**config.mk**
```make
export PLATFORM = sky130hd
export DESIGN_NAME = ioport_apic_redirect
export DESIGN_NICKNAME = d
export VERILOG_FILES = /design/src/rtl/redir_pkg.sv /design/src/rtl/cfg_addr_reg.sv /design/src/rtl/io_port_map.sv /design/src/rtl/apic_page_map.sv /design/src/rtl/ioport_apic_redirect.sv
export SDC_FILE = /design/constraint.sdc
export NUM_CORES = 1
export LEC_CHECK = 0
export BUFFER_PORTS_ARGS = -buffer_cell sky130_fd_sc_hd__clkbuf_2
export CAP_MARGIN = 20
export CORE_ASPECT_RATIO = 1.4
export CORE_MARGIN = 2
export CORE_UTILIZATION = 44
export DETAILED_ROUTE_END_ITERATION = 8
export PLACE_DENSITY_LB_ADDON = 0.2
export SLEW_MARGIN = 20
export SYNTH_ARGS = -nofsm -noshare
export SYNTH_HDL_FRONTEND = slang
export SYNTH_SLANG_ARGS = --single-unit
```
**constraint.sdc**
```tcl
create_clock -name clk -period 4.8 [get_ports clk]
set_input_delay 0.24 -clock clk [delete_from_list [all_inputs] [get_ports clk]]
set_output_delay 0.24 -clock clk [all_outputs]
set_load 0.05 [all_outputs]
```
**src/rtl/redir_pkg.sv**
```systemverilog
package redir_pkg;
  localparam logic [15:0] PORT_CFG_ADDR = 16'h0CF8;
  localparam logic [13:0] PORT_CFG_DATA_HI = 14'h033F; // 0xCFC >> 2

  typedef enum logic [1:0] {
    IOC_PLAIN    = 2'd0,
    IOC_CFG_REG  = 2'd1,
    IOC_CFG_DATA = 2'd2
  } io_class_e;
endpackage

```
**src/rtl/cfg_addr_reg.sv**
```systemverilog
module cfg_addr_reg (
  input  logic        clk,
  input  logic        rst_n,
  input  logic        wr_en,
  input  logic [31:0] wr_data,
  output logic [31:0] value
);
  always_ff @(posedge clk or negedge rst_n) begin
    if (!rst_n) value <= '0;
    else if (wr_en) value <= wr_data;
  end

  assert_load_R2: assert property (@(posedge clk) disable iff (!rst_n)
    wr_en |=> value == $past(wr_data));
  assert_hold_R2: assert property (@(posedge clk) disable iff (!rst_n)
    !wr_en |=> $stable(value));
endmodule

```
**src/rtl/io_port_map.sv**
```systemverilog
module io_port_map
  import redir_pkg::*;
#(
  parameter int PA_W = 40,
  parameter int SZ_W = 4,
  parameter logic [PA_W-1:0] IO_PREFIX    = 40'h20_0000_0000,
  parameter logic [PA_W-1:0] CFG_PREFIX   = 40'h30_0000_0000,
  parameter logic [PA_W-1:0] CFG_REG_ADDR = 40'h10_0000_0000
) (
  input  logic [15:0]     port,
  input  logic [SZ_W-1:0] size,
  input  logic            cfg_en,
  input  logic [30:2]     cfg_sel,
  output io_class_e       cls,
  output logic [PA_W-1:0] addr,
  output logic            no_target
);
  localparam int PAD_W = PA_W - 32;

  function automatic io_class_e classify(input logic [15:0] p, input logic [SZ_W-1:0] s);
    if (p == PORT_CFG_ADDR && s == SZ_W'(4)) return IOC_CFG_REG;
    if (p[15:2] == PORT_CFG_DATA_HI)         return IOC_CFG_DATA;
    return IOC_PLAIN;
  endfunction

  function automatic logic [PA_W-1:0] cfg_space_addr(input logic [30:2] sel, input logic [1:0] lo);
    return CFG_PREFIX | {{PAD_W{1'b0}}, 1'b0, sel, lo};
  endfunction

  function automatic logic [PA_W-1:0] io_space_addr(input logic [15:0] p);
    return IO_PREFIX | {{(PA_W-16){1'b0}}, p};
  endfunction

  always_comb begin
    cls       = classify(port, size);
    no_target = 1'b0;
    addr      = '0;
    unique case (cls)
      IOC_CFG_REG: addr = CFG_REG_ADDR;
      IOC_CFG_DATA: begin
        if (cfg_en) addr = cfg_space_addr(cfg_sel, port[1:0]);
        else        no_target = 1'b1;
      end
      default: addr = io_space_addr(port);
    endcase
  end
endmodule

```
**src/rtl/apic_page_map.sv**
```systemverilog
module apic_page_map #(
  parameter int PA_W       = 40,
  parameter int PAGE_SHIFT = 12,
  parameter int CPU_W      = 4,
  parameter logic [PA_W-1:0] WIN_PREFIX = 40'h40_0000_0000,
  localparam int PFN_W = PA_W - PAGE_SHIFT
) (
  input  logic [PA_W-1:0]  paddr,
  input  logic [PFN_W-1:0] base_pfn,
  input  logic [CPU_W-1:0] cpu_id,
  output logic             hit,
  output logic [PA_W-1:0]  addr
);
  function automatic logic [PA_W-1:0] window_addr(input logic [CPU_W-1:0] id,
                                                  input logic [PAGE_SHIFT-1:0] off);
    logic [PA_W-1:0] cpu_part;
    cpu_part = PA_W'(id) << PAGE_SHIFT;
    return WIN_PREFIX | cpu_part | PA_W'(off);
  endfunction

  always_comb begin
    hit  = (paddr[PA_W-1:PAGE_SHIFT] == base_pfn);
    addr = hit ? window_addr(cpu_id, paddr[PAGE_SHIFT-1:0]) : paddr;
  end
endmodule

```
**src/rtl/ioport_apic_redirect.sv**
```systemverilog
module ioport_apic_redirect
  import redir_pkg::*;
#(
  parameter int PA_W       = 40,
  parameter int PAGE_SHIFT = 12,
  parameter int CPU_W      = 4,
  parameter int SZ_W       = 4,
  parameter logic [PA_W-1:0] IO_PREFIX    = 40'h20_0000_0000,
  parameter logic [PA_W-1:0] CFG_PREFIX   = 40'h30_0000_0000,
  parameter logic [PA_W-1:0] WIN_PREFIX   = 40'h40_0000_0000,
  parameter logic [PA_W-1:0] CFG_REG_ADDR = 40'h10_0000_0000
) (
  input  logic                       clk,
  input  logic                       rst_n,
  input  logic                       req_valid,
  input  logic                       req_is_io,
  input  logic                       req_write,
  input  logic [SZ_W-1:0]            req_size,
  input  logic [15:0]                req_port,
  input  logic [PA_W-1:0]            req_paddr,
  input  logic [31:0]                req_wdata,
  input  logic [PA_W-PAGE_SHIFT-1:0] apic_base_pfn,
  input  logic [CPU_W-1:0]           cpu_id,
  output logic [PA_W-1:0]            out_addr,
  output logic                       out_int_reg,
  output logic                       out_no_target,
  output logic                       out_uncacheable,
  output logic                       out_rdata_vld,
  output logic [31:0]                out_rdata
);
  localparam int PFN_W = PA_W - PAGE_SHIFT;

  logic [31:0]     cfg_q;
  logic            cfg_wr;
  io_class_e       io_cls;
  logic [PA_W-1:0] io_addr;
  logic            io_drop;
  logic            mem_hit;
  logic [PA_W-1:0] mem_addr;
  logic            io_req, mem_req;

  assign io_req  = req_valid && req_is_io;
  assign mem_req = req_valid && !req_is_io;
  assign cfg_wr  = io_req && req_write && (io_cls == IOC_CFG_REG);

  cfg_addr_reg u_cfg (
    .clk     (clk),
    .rst_n   (rst_n),
    .wr_en   (cfg_wr),
    .wr_data (req_wdata),
    .value   (cfg_q)
  );

  io_port_map #(
    .PA_W(PA_W), .SZ_W(SZ_W), .IO_PREFIX(IO_PREFIX),
    .CFG_PREFIX(CFG_PREFIX), .CFG_REG_ADDR(CFG_REG_ADDR)
  ) u_io (
    .port      (req_port),
    .size      (req_size),
    .cfg_en    (cfg_q[31]),
    .cfg_sel   (cfg_q[30:2]),
    .cls       (io_cls),
    .addr      (io_addr),
    .no_target (io_drop)
  );

  apic_page_map #(
    .PA_W(PA_W), .PAGE_SHIFT(PAGE_SHIFT), .CPU_W(CPU_W), .WIN_PREFIX(WIN_PREFIX)
  ) u_apic (
    .paddr    (req_paddr),
    .base_pfn (apic_base_pfn),
    .cpu_id   (cpu_id),
    .hit      (mem_hit),
    .addr     (mem_addr)
  );

  always_comb begin
    out_addr        = '0;
    out_int_reg     = 1'b0;
    out_no_target   = 1'b0;
    out_uncacheable = 1'b0;
    out_rdata_vld   = 1'b0;
    out_rdata       = '0;
    if (io_req) begin
      out_addr      = io_addr;
      out_int_reg   = (io_cls == IOC_CFG_REG);
      out_no_target = io_drop;
      if (!req_write && out_int_reg) begin
        out_rdata_vld = 1'b1;
        out_rdata     = cfg_q;
      end else if (!req_write && io_drop) begin
        out_rdata_vld = 1'b1;
        out_rdata     = '1;
      end
    end else if (mem_req) begin
      out_addr        = mem_addr;
      out_uncacheable = mem_hit;
    end
  end

  assert_regsel_R1: assert property (@(posedge clk) disable iff (!rst_n)
    (io_req && req_port == 16'h0CF8 && req_size == SZ_W'(4))
      |-> (out_int_reg && out_addr == CFG_REG_ADDR));
  assert_cfgdata_R3: assert property (@(posedge clk) disable iff (!rst_n)
    (io_req && req_port[15:2] == PORT_CFG_DATA_HI && cfg_q[31])
      |-> (!out_no_target && out_addr[PA_W-1:32] == CFG_PREFIX[PA_W-1:32]
           && out_addr[1:0] == req_port[1:0]));
  assert_drop_R4: assert property (@(posedge clk) disable iff (!rst_n)
    out_no_target |-> (!cfg_q[31] && out_addr == '0));
  assert_uc_R6: assert property (@(posedge clk) disable iff (!rst_n)
    out_uncacheable |-> (!req_is_io
      && out_addr[PAGE_SHIFT-1:0] == req_paddr[PAGE_SHIFT-1:0]
      && req_paddr[PA_W-1:PAGE_SHIFT] == PFN_W'(apic_base_pfn)));
  assert_flags_R8: assert property (@(posedge clk) disable iff (!rst_n)
    $onehot0({out_int_reg, out_no_target, out_uncacheable}));
  assert_idle_R8: assert property (@(posedge clk) disable iff (!rst_n)
    !req_valid |-> (out_addr == '0 && !out_int_reg && !out_no_target
                    && !out_uncacheable && !out_rdata_vld));
endmodule

```
# After elaboration in Yosys (flattened, before gate mapping)
# Index checks and enable logic that the tools add are counted.
# totals
regBits,32
input_bits,129
output_inout_bits,76
elab_cells,41
# classes
n_eq_ne,6
muxes,24
bitwise_logic,1
reduce_logical,9
# ops
op,count
$mux W40,3
$mux W32,3
$pmux W40 S2,1
$or A39 B12 Y39,1
$mux W38,1
$eq A28 B28 Y1,1
$eq A16 B12 Y1 const B,1
$eq A14 B10 Y1 const B,1
$mux W1,12
$mux W2,4
$logic_and A1 B1 Y1,7
$eq A4 B3 Y1 const B,1
$eq A2 B1 Y1 const B,1
$eq A2 B2 Y1 const B,1
$logic_not A1 Y1,2

# Longest topological paths before layout
# Gate-level depths: netlist of the first run.
# depth
ltp_word,12
depth_mapped,8
mapped_depth_nobuf,5

# By module
# A second synthesis of the first run with hierarchy kept.
# unflattened
cells_unflattened,392
area_unflattened_um2,3779.9
# by_module_without_submodules
mod,instances,cells_each,area_per_inst_um2,seq_area_each_um2
ioport_apic_redirect,1,181,1353.8,0.0
cfg_addr_reg,1,68,1345.0,800.8
apic_page_map,1,81,633.1,0.0
io_port_map,1,62,447.9,0.0

# Worst setup path before layout of the first run
# OpenSTA, ideal clock, no wires.
# synth_timing
path_kind,input -> output
startpoint,input req_port[13]
endpoint,output out_addr[8]
arrival_time_ps,2513
t_required_ps,4560
path_slack_ps,2047
stages,7
path_cell_list,or4b_4 nor4_4 and3_1 clkbuf_1 buf_2 a21oi_1 a21oi_1
# synth_via
elab_chain_len,8
elab_cells_between_ends,13
# synth_rtl
item,line_no,rtl
"start, declared",ioport_apic_redirect.sv:19,"input logic [15:0] req_port,"
$eq A14 B10 Y1,io_port_map.sv:22,if (p[15:2] == PORT_CFG_DATA_HI) return IOC_CFG_DATA;
$mux W1 (2 in series),io_port_map.sv:22,
$mux W2,io_port_map.sv:23,return IOC_PLAIN;
$mux W2 *,io_port_map.sv:22,
$eq A2 B2 Y1 or $eq A2 B1 Y1 (tied branches),io_port_map.sv:38,unique case (cls)
$pmux W40 S2 *,io_port_map.sv:38,
$mux W40 *,ioport_apic_redirect.sv:84,if (io_req) begin
"end, declared",ioport_apic_redirect.sv:24,"output logic [PA_W-1:0] out_addr,"
# Every way passes the cells marked *; elsewhere a longest branch is shown, timed or not. The select of a mux whose other input is x is not followed.

# Worst setup path in the final report of the first run
# layout_timing
startpoint,input req_port[13]
endpoint,register u_cfg.value[12]
# layout_via
elab_chain_len,7
elab_cells_between_ends,11
# layout_rtl
item,line_no,rtl
$eq A14 B10 Y1,io_port_map.sv:22,
$mux W1 (2 in series),io_port_map.sv:22,
$mux W2,io_port_map.sv:23,
$mux W2 *,io_port_map.sv:22,
$eq A2 B1 Y1 *,ioport_apic_redirect.sv:44,assign cfg_wr = io_req && req_write && (io_cls == IOC_CFG_REG);
$logic_and A1 B1 Y1 *,ioport_apic_redirect.sv:44,
"end signal, assigned",cfg_addr_reg.sv:10,else if (wr_en) value <= wr_data;
"end, declared",cfg_addr_reg.sv:6,output logic [31:0] value
# Marks and branches as above.
# A chain may end at the register's enable or synchronous reset.

==> results_tabular.tex, run 1 <==
\begin{tabular}{lr}
\hline
Metric & Value \\
\hline
\multicolumn{2}{l}{\textbf{Run status}} \\
\quad Outcome & finished, final reports clean \\
\multicolumn{2}{l}{\textbf{Setup path}} \\
\quad Worst reg-to-reg path cell count & 1 \\
\quad Max incr delay on CP & 1.03 ns \\
\quad Slowest-stage cell, CP & or3\_2 \\
\quad Largest delay share family, worst path & simple AND/OR/NAND/NOR gates \\
\quad Kind of capture point of the worst setup path & register \\
\quad End of the critical path & u\_cfg.value[12]\$\_DFFE\_PN0P\_ \\
\quad R2R Path End & u\_cfg.value[31]\$\_DFFE\_PN0P\_ \\
\quad Reg-to-reg setup timing slack & 3.97 ns \\
\quad Sum of buffers and inverters on the critical path & 1 \\
\quad Worst reg2reg path startpoint & u\_cfg.value[31]\$\_DFFE\_PN0P\_ \\
\quad Type of the worst setup path & in2reg \\
\quad CP Data Required Time & $\sim$5 ns \\
\quad Worst path depth & 6 \\
\quad Maximum net fanout on the critical path & 34 \\
\quad Worst-path cell chain & clkbuf\_2 > or4b\_4 > nor4\_4 > nand2\_2 > or3\_2 > mux2\_4 \\
\quad Critical path launch point type & primary input \\
\quad Data arrival time at the worst-slack endpoint & about 3.2 ns \\
\quad Launching instance or port of the critical path & req\_port[13] \\
\multicolumn{2}{l}{\textbf{Finish}} \\
\quad Area taken by multi-input logic gates & 1720 um\^{}2 \\
\quad Filler cell count & 523 \\
\quad Most frequent cells in the layout & clkbuf\_2, o21a\_1, dfrtp\_1, mux2\_4, xnor2\_1 \\
\quad Biggest register & u\_cfg.value \\
\quad Fraction of final layout cells with drive strength greater than 1 & 0.5679 \\
\quad Ant. Diodes & 0 \\
\quad Net total in the final layout & 577 \\
\quad Largest registers & u\_cfg.value x32 \\
\quad Sequential cell area & 800.8 um\^{}2 \\
\quad Signed area change from the synthesized netlist to the final layout & 42.62\% \\
\quad Number of flip-flops under the largest register name & 32 \\
\quad Most common cell after layout, fill and taps aside & clkbuf\_2 \\
\multicolumn{2}{l}{\textbf{Logic synthesis}} \\
\quad Cell Area, Synth & between 2000 and 3000 um\^{}2 \\
\quad Post-synthesis net count & 385 \\
\quad Synth warnings & 0 \\
\quad Share of the yosys chip area belonging to registers & 0.3037 \\
\quad Fraction of registers with async set/reset & 1.000 \\
\quad Number of instances in the synthesized netlist & 256 \\
\quad Dominant synthesized flop cell & dfrtp\_1 \\
\quad Synthesized area per cell & 10.30 um\^{}2 \\
\quad Post-synthesis register bit count & 32 \\
\quad Number of distinct standard cells referenced by the synthesized netlist & 37 \\
\quad Number of synthesized flops with an enable pin & 0 \\
\multicolumn{2}{l}{\textbf{Clock network}} \\
\quad Clock tree from TritonCTS & built \\
\quad Clock slew at the register clock pins of the worst setup and hold paths & 0.07 ns \\
\quad Number of CTS-inserted buffers & 5 \\
\quad Gates resized, CTS repair & 0 \\
\quad Number of buffers inserted to repair setup after CTS & 0 \\
\quad \# hold bufs at CTS & 0 \\
\quad Sink count of the clock tree & 32 \\
\quad CTS root buf & clkbuf\_8 \\
\quad Clock latency on the worst-skew pair & about 0.29 ns \\
\quad Depth of the CTS H-tree & 2 \\
\quad CTS max path bufs & 2 \\
\multicolumn{2}{l}{\textbf{Floorplan}} \\
\quad Core footprint & 5822 um\^{}2 \\
\quad Chip width & 69.42 um \\
\quad Floorplan die area & around 6600 um\^{}2 \\
\quad Vert. Die Dim & 95.59 um \\
\quad Count of boundary I/O pins & $\sim$210 \\
\quad Row cnt & 33 \\
\quad Initial core utilization & 0.4528 \\
\multicolumn{2}{l}{\textbf{Global route}} \\
\quad Pin count of the biggest net entering global routing & 35 \\
\quad Vias in the first global route & roughly 2700 \\
\quad Wire length of the first global-routing pass & 13770 um \\
\quad Total congestion overflow & 0 \\
\quad Global-route usage over all layers & 0.2699 \\
\quad Initial antenna violation count & 0 \\
\multicolumn{2}{l}{\textbf{STA}} \\
\quad Unrepaired setup endpoints after global routing & false \\
\quad Setup Skew & 0 ns \\
\quad TNS Setup & 0 ns \\
\quad Crit share post-route & 0.6371 \\
\quad Final critical path time including I/O delays and setup & 3.058 ns \\
\quad Hold violation count in the final report & 0 \\
\quad Final-report setup violation count & 0 \\
\quad Pin slew with the least headroom to its limit & 1.041 ns \\
\quad Slew headroom & 0.3060 \\
\quad Number of max-slew violations in the final report & 0 \\
\quad Achievable frequency & roughly 330 MHz \\
\multicolumn{2}{l}{\textbf{Drt}} \\
\quad Number of routed nets with antenna violations & 0 \\
\quad Mean number of vias per cell & around 5.5 \\
\quad Number of DRC markers in iteration 0 & 110 \\
\quad Router iterations before antenna repair & 4 \\
\quad Via Count & 2843 \\
\quad Wire length after detailed routing & 9220 um \\
\quad Detailed-route wire length per cell & 17.76 um \\
\quad Number of design rule violations left after detail routing & 0 \\
\multicolumn{2}{l}{\textbf{Worst hold path}} \\
\quad Type of the worst min-delay path & in2async \\
\multicolumn{2}{l}{\textbf{Place}} \\
\quad Count of input and output buffers & a little over 200 \\
\quad DPL Wire Length & 7453 um \\
\quad Last weighted congestion value of the routability-driven placer & a little under 0.9 \\
\multicolumn{2}{l}{\textbf{Power}} \\
\quad Leakage power & 2.128 nW \\
\quad Max rail drop VDD & 0.1219 mV \\
\quad Power Density & 185.3 nW/um\^{}2 \\
\quad Overall power & approximately 0.70 mW \\
\multicolumn{2}{l}{\textbf{Job}} \\
\quad Maximum capacitance violations & 0 \\
\hline
\end{tabular}
==> worst min-delay path by stage <==
stage | startpoint | endpoint | slack, ns | cells after the start
finish | rst_n | u_cfg.value[5]$_DFFE_PN0P_ | 0.02 | 1
global route | rst_n | u_cfg.value[15]$_DFFE_PN0P_ | 0.09 | 1
CTS | rst_n | u_cfg.value[5]$_DFFE_PN0P_ | 0.05 | 1
detailed placement | rst_n | u_cfg.value[6]$_DFFE_PN0P_ | 0.37 | 1
global placement | rst_n | u_cfg.value[5]$_DFFE_PN0P_ | 0.35 | 1
floorplan | rst_n | u_cfg.value[0]$_DFFE_PN0P_ | -0.06 | 0
==> cell families after synthesis <==
group,share of synthesized area
flops,0.3038
simple gates,0.1196
xor+xnor,0.09303
compound gates,0.2577
buf+inv,0.04651
mux,0.1794
==> synthesized netlist by cell type, types with 2 or more instances <==
| master | number | area (um^2) |
|---|---|---|
| a211o_1 | 5 | 43.79 |
| o21a_1 | 33 | 247.7 |
| o311a_1 | 4 | 40.04 |
| xnor2_1 | 28 | 245.2 |
| nand2_1 | 5 | 18.77 |
| mux2_2 | 2 | 22.52 |
| nor2b_1 | 4 | 25.02 |
| mux2_4 | 30 | 450.4 |
| o21ai_0 | 10 | 50.05 |
| nand4_1 | 7 | 43.79 |
| inv_1 | 2 | 7.510 |
| buf_6 | 3 | 33.78 |
| nor2_1 | 9 | 33.78 |
| and2_1 | 6 | 37.54 |
| buf_2 | 5 | 25.02 |
| a22o_1 | 17 | 148.9 |
| dfrtp_1 | 32 | 800.8 |
| and3_1 | 6 | 37.54 |
| a21oi_1 | 7 | 35.03 |
| clkbuf_1 | 15 | 56.30 |
| a21boi_0 | 4 | 30.03 |
| a221oi_1 | 7 | 61.31 |
==> per-stage QoR <==
step / hold slack, ns / worst slack (ns) / utilization / cell area [um^2] / instances
floorplan: -0.05559 / 2.047 / - / 2636 / 256
finish: 0.02113 / 1.742 / 0.6458 / 3760 / 519
global route: 0.09160 / 1.565 / 0.6458 / 3760 / 519
detailed placement: 0.3671 / 1.440 / 0.6299 / 3667 / 511
global placement: 0.3502 / 1.529 / 0.6299 / 3667 / 511
CTS: 0.05073 / 1.739 / 0.6458 / 3760 / 519
==> layer usage <==
layer	routed length, um	global-route usage	share of wire
met1	3450	0.3075	0.37
met2	4913	0.4968	0.53
met3	633	0.05603	0.069
met4	222	0.09967	0.024
met5	0	0	0
==> where the power goes <==
group          internal (mW)  total [mW]  leakage, nW  switching (mW)
clock network          0.114       0.214       0.0510          0.0999
registers              0.270       0.270        0.447      0.00000208
logic                 0.0824       0.213         1.63           0.130
total                  0.466       0.697         2.13           0.230
==> final cells by class <==
type / instances / share of cell area
repair buffers: 208 / 0.2795
inverters: 2 / 0.001997
clock inverters: 2 / 0.002662
well taps: 70 / 0.02329
flip-flops and latches: 32 / 0.2130
clock buffers: 6 / 0.02196
multi-input cells: 199 / 0.4576
Note: power is estimated with default switching activity, not from simulation.
==> run 2, diff against run 1 <==
CORE_UTILIZATION = 37   (was 44)
clock period = 2.6 ns   (was 4.8 ns; I/O delays follow)
==> run 2 against run 1 <==
Against the previous run: clock power up 90%; total power up 88%; cell area up 7.5%; critical path depth up 2; combinational power up 90%; register-to-register slack worse by 2.2 ns; die area up 18%; routed wire length up 6.6%; setup slack worse by 1.5 ns; cell count up 6.6%; flip-flop and latch count unchanged; critical endpoint is now out_addr[16].
==> results_tabular.tex, run 2 (synthesis results as in run 1) <==
\begin{tabular}{lr}
\hline
Metric & Value \\
\hline
\multicolumn{2}{l}{\textbf{Setup path}} \\
\quad Sum of buffers and inverters on the critical path & 3 (+2) \\
\quad Critical path launch point type & primary input \\
\quad Maximum net fanout on the critical path & 16 (-53\%) \\
\quad Slowest-stage cell, CP & or4b\_4 \\
\quad Worst reg-to-reg path cell count & 1 (unchanged) \\
\quad Reg-to-reg setup timing slack & 1.75 ns (-2.22 ns) \\
\quad Largest delay share family, worst path & simple AND/OR/NAND/NOR gates \\
\quad Max incr delay on CP & 0.54 ns (-0.49 ns) \\
\quad Type of the worst setup path & in2out \\
\quad R2R Path End & u\_cfg.value[31]\$\_DFFE\_PN0P\_ \\
\quad CP Data Required Time & 2.47 ns (-2.50 ns) \\
\quad Worst-path cell chain & clkbuf\_2 > or4b\_4 > nor4\_4 > and3\_1 > nor2b\_1 > buf\_4 > a22o\_1 > clkbuf\_2 \\
\quad Data arrival time at the worst-slack endpoint & 2.26 ns (-0.97 ns) \\
\quad Worst reg2reg path startpoint & u\_cfg.value[31]\$\_DFFE\_PN0P\_ \\
\quad Crit path top cell by count & clkbuf\_2 \\
\quad Kind of capture point of the worst setup path & output pin \\
\multicolumn{2}{l}{\textbf{Global route}} \\
\quad Global-route usage over all layers & 0.2535 (-0.01642) \\
\quad GR met2 Demand/Resource & 0.4590 (-0.03779) \\
\quad Vias in the first global route & 2941 (+7.7\%) \\
\quad Initial antenna violation count & 0 (unchanged) \\
\quad Pin count of the biggest net entering global routing & 34 (-2.9\%) \\
\quad Wire length of the first global-routing pass & 15000 um (+9.0\%) \\
\quad Busiest metal layer after global routing & met2 \\
\quad GR Layer Usage met3 & 0.06008 (+0.004052) \\
\quad Total congestion overflow & 0 (unchanged) \\
\quad Met1 Usage GRT & 0.2761 (-0.03138) \\
\multicolumn{2}{l}{\textbf{STA}} \\
\quad Achievable frequency & 418.6 MHz \\
\quad Slew headroom & 0.3303 (+0.02431) \\
\quad Setup Skew & 0 ns (unchanged) \\
\quad Number of max-slew violations in the final report & 0 (unchanged) \\
\quad Pin slew with the least headroom to its limit & 1.005 ns (-0.03647 ns) \\
\quad Final critical path time including I/O delays and setup & $\sim$2.4 ns \\
\quad Hold violation count in the final report & 0 (unchanged) \\
\quad Final-report setup violation count & 0 (unchanged) \\
\quad WHS & 0.06125 ns (+0.04011 ns) \\
\quad Crit share post-route & 0.9189 \\
\quad TNS Setup & 0 ns (unchanged) \\
\quad Slack of the critical path & 0.2109 ns (-1.531 ns) \\
\quad Unrepaired setup endpoints after global routing & false \\
\multicolumn{2}{l}{\textbf{Worst hold path}} \\
\quad Type of the worst min-delay path & in2reg \\
\quad Worst hold path startpoint & req\_wdata[18] \\
\quad WHS Path Cells & 2 \\
\quad Worst min-delay path endpoint & u\_cfg.value[18]\$\_DFFE\_PN0P\_ \\
\multicolumn{2}{l}{\textbf{Finish}} \\
\quad Ant. Diodes & 0 (unchanged) \\
\quad Largest registers & u\_cfg.value x32 \\
\quad Number of flip-flops under the largest register name & 32 (unchanged) \\
\quad Final core utilization & 0.5826 (-0.06321) \\
\quad Biggest register & u\_cfg.value \\
\quad Signed area change from the synthesized netlist to the final layout & 53.30\% \\
\quad Fraction of final layout cells with drive strength greater than 1 & 0.5742 (+0.006307) \\
\quad Non-filler cells in the finished layout & 553 (+6.6\%) \\
\quad Filler cell count & 655 (+25\%) \\
\quad Most common cell after layout, fill and taps aside & clkbuf\_2 \\
\quad Most frequent cells in the layout & clkbuf\_2, o21a\_1, dfrtp\_1, mux2\_4, xnor2\_1 \\
\quad Net total in the final layout & 586 (+1.6\%) \\
\multicolumn{2}{l}{\textbf{Power}} \\
\quad Power Density & 323.8 nW/um\^{}2 (+75\%) \\
\quad Sw Ratio & 0.3317 (+0.001028) \\
\quad Share of total power in the clock network & 0.310 (+0.003) \\
\quad Max rail drop VDD & 0.2019 mV (+66\%) \\
\quad Share of total power in combinational logic & 0.309 (+0.004) \\
\quad Proportion of power drawn by flip-flops and latches & 0.380 (-0.007) \\
\quad Net switching component of the power & 0.4340 mW (+88\%) \\
\quad Leakage power & 2.210 nW (+3.8\%) \\
\quad Internal power component & 0.8744 mW (+88\%) \\
\multicolumn{2}{l}{\textbf{Floorplan}} \\
\quad Vert. Die Dim & 103.9 um (+8.7\%) \\
\quad Core footprint & 6937 um\^{}2 (+19\%) \\
\quad Count of boundary I/O pins & 205 (unchanged) \\
\quad Row cnt & 36 (+9.1\%) \\
\quad Chip width & 75.34 um (+8.5\%) \\
\quad Floorplan die area & 7826 um\^{}2 (+18\%) \\
\quad Initial core utilization & 0.3801 (-0.07278) \\
\multicolumn{2}{l}{\textbf{Place}} \\
\quad Number of placed cells counting well taps & 544 (+6.5\%) \\
\quad Count of input and output buffers & 204 (unchanged) \\
\quad Dpl ws & 0.1713 ns (-1.269 ns) \\
\quad DPL Wire Length & 7949 um (+6.7\%) \\
\quad Last weighted congestion value of the routability-driven placer & 0.8913 (+1.3\%) \\
\multicolumn{2}{l}{\textbf{Clock network}} \\
\quad Clock tree from TritonCTS & built \\
\quad Sink count of the clock tree & 32 (unchanged) \\
\quad Number of CTS-inserted buffers & 5 (unchanged) \\
\quad Clock latency on the worst-skew pair & 0.29 ns (about the same) \\
\quad Number of buffers inserted to repair setup after CTS & 0 (unchanged) \\
\quad Depth of the CTS H-tree & 2 (unchanged) \\
\quad Clock slew at the register clock pins of the worst setup and hold paths & 0.07 ns (about the same) \\
\quad CTS max path bufs & 2 (unchanged) \\
\quad CTS root buf & clkbuf\_8 \\
\multicolumn{2}{l}{\textbf{Drt}} \\
\quad Router iterations before antenna repair & 4 (unchanged) \\
\quad Wire length after detailed routing & 9830 um (+6.6\%) \\
\quad Detailed-route wire length per cell & 17.78 um (about the same) \\
\quad Via Count & 2876 (+1.2\%) \\
\quad Number of design rule violations left after detail routing & 0 (unchanged) \\
\quad Mean number of vias per cell & 5.201 (-5.1\%) \\
\quad Number of routed nets with antenna violations & 0 (unchanged) \\
\quad Number of DRC markers in iteration 0 & 116 (+5.5\%) \\
\multicolumn{2}{l}{\textbf{Job}} \\
\quad Maximum capacitance violations & 0 (unchanged) \\
\multicolumn{2}{l}{\textbf{Run status}} \\
\quad Outcome & finished, final reports clean \\
\hline
\end{tabular}
==> run 2: changes by cell type in the layout (fill, tap and decap cells not counted), moves of 2 or more <==
cell / before / now
clkinv_2: 2 / 0
buf_4: 4 / 10
buf_12: 0 / 12
clkbuf_2: 204 / 194
==> run 2: routing by layer <==
metal | wire, um | up-vias
met1 | 3662 | 1343
met5 | 0 | -
met3 | 745 | 19
met2 | 5149 | 153
li1 | - | 1361
met4 | 272 | 0
==> run 2: final cells by class <==
class | instances | area (um^2) | share of cell area
clock buffers | 7 | 86.33 | 0.02136
clock inverters | 1 | 7.507 | 0.001858
inverters | 2 | 7.507 | 0.001858
multi-input cells | 199 | 1724 | 0.4266
flip-flops and latches | 32 | 800.8 | 0.1981
well taps | 95 | 118.9 | 0.02941
repair buffers | 217 | 1296 | 0.3207
==> run 2: worst max-delay path by stage <==
stage / slack (ns) / endpoint / cells after the start / from
after detailed placement: 0.17 / out_addr[16] / 8 / req_port[13]
final: 0.21 / out_addr[16] / 8 / req_port[13]
after floorplan: 0.07 / out_addr[8] / 7 / req_port[13]
after global placement: 0.14 / out_addr[20] / 8 / req_port[13]
after CTS: 0.15 / out_addr[16] / 8 / req_port[13]
after global routing: 0.04 / out_addr[16] / 8 / req_port[13]
==> run 2: what timing repair did <==
action	CTS	global route
resized for setup	0	0
endpoints found under the hold margin	32	0
endpoints found under the setup margin	0	7
hold buffers	1	0
==> run 2: power by group through the flow <==
stage | Combinational [mW] | Sequential [mW] | Clock (mW)
after floorplan | 0.221 | 0.507 | 0
after global placement | 0.403 | 0.507 | 0
after detailed placement | 0.406 | 0.507 | 0
after CTS | 0.408 | 0.498 | 0.415
after global routing | 0.436 | 0.497 | 0.441
final | 0.405 | 0.498 | 0.406
==> run 2: per-stage QoR <==
stage	area (um^2)	power, mW
floorplan	2636	0.7278
global placement	3938	0.9098
detailed placement	3938	0.9133
CTS	4041	1.321
global route	4041	1.375
finish	4041	1.308
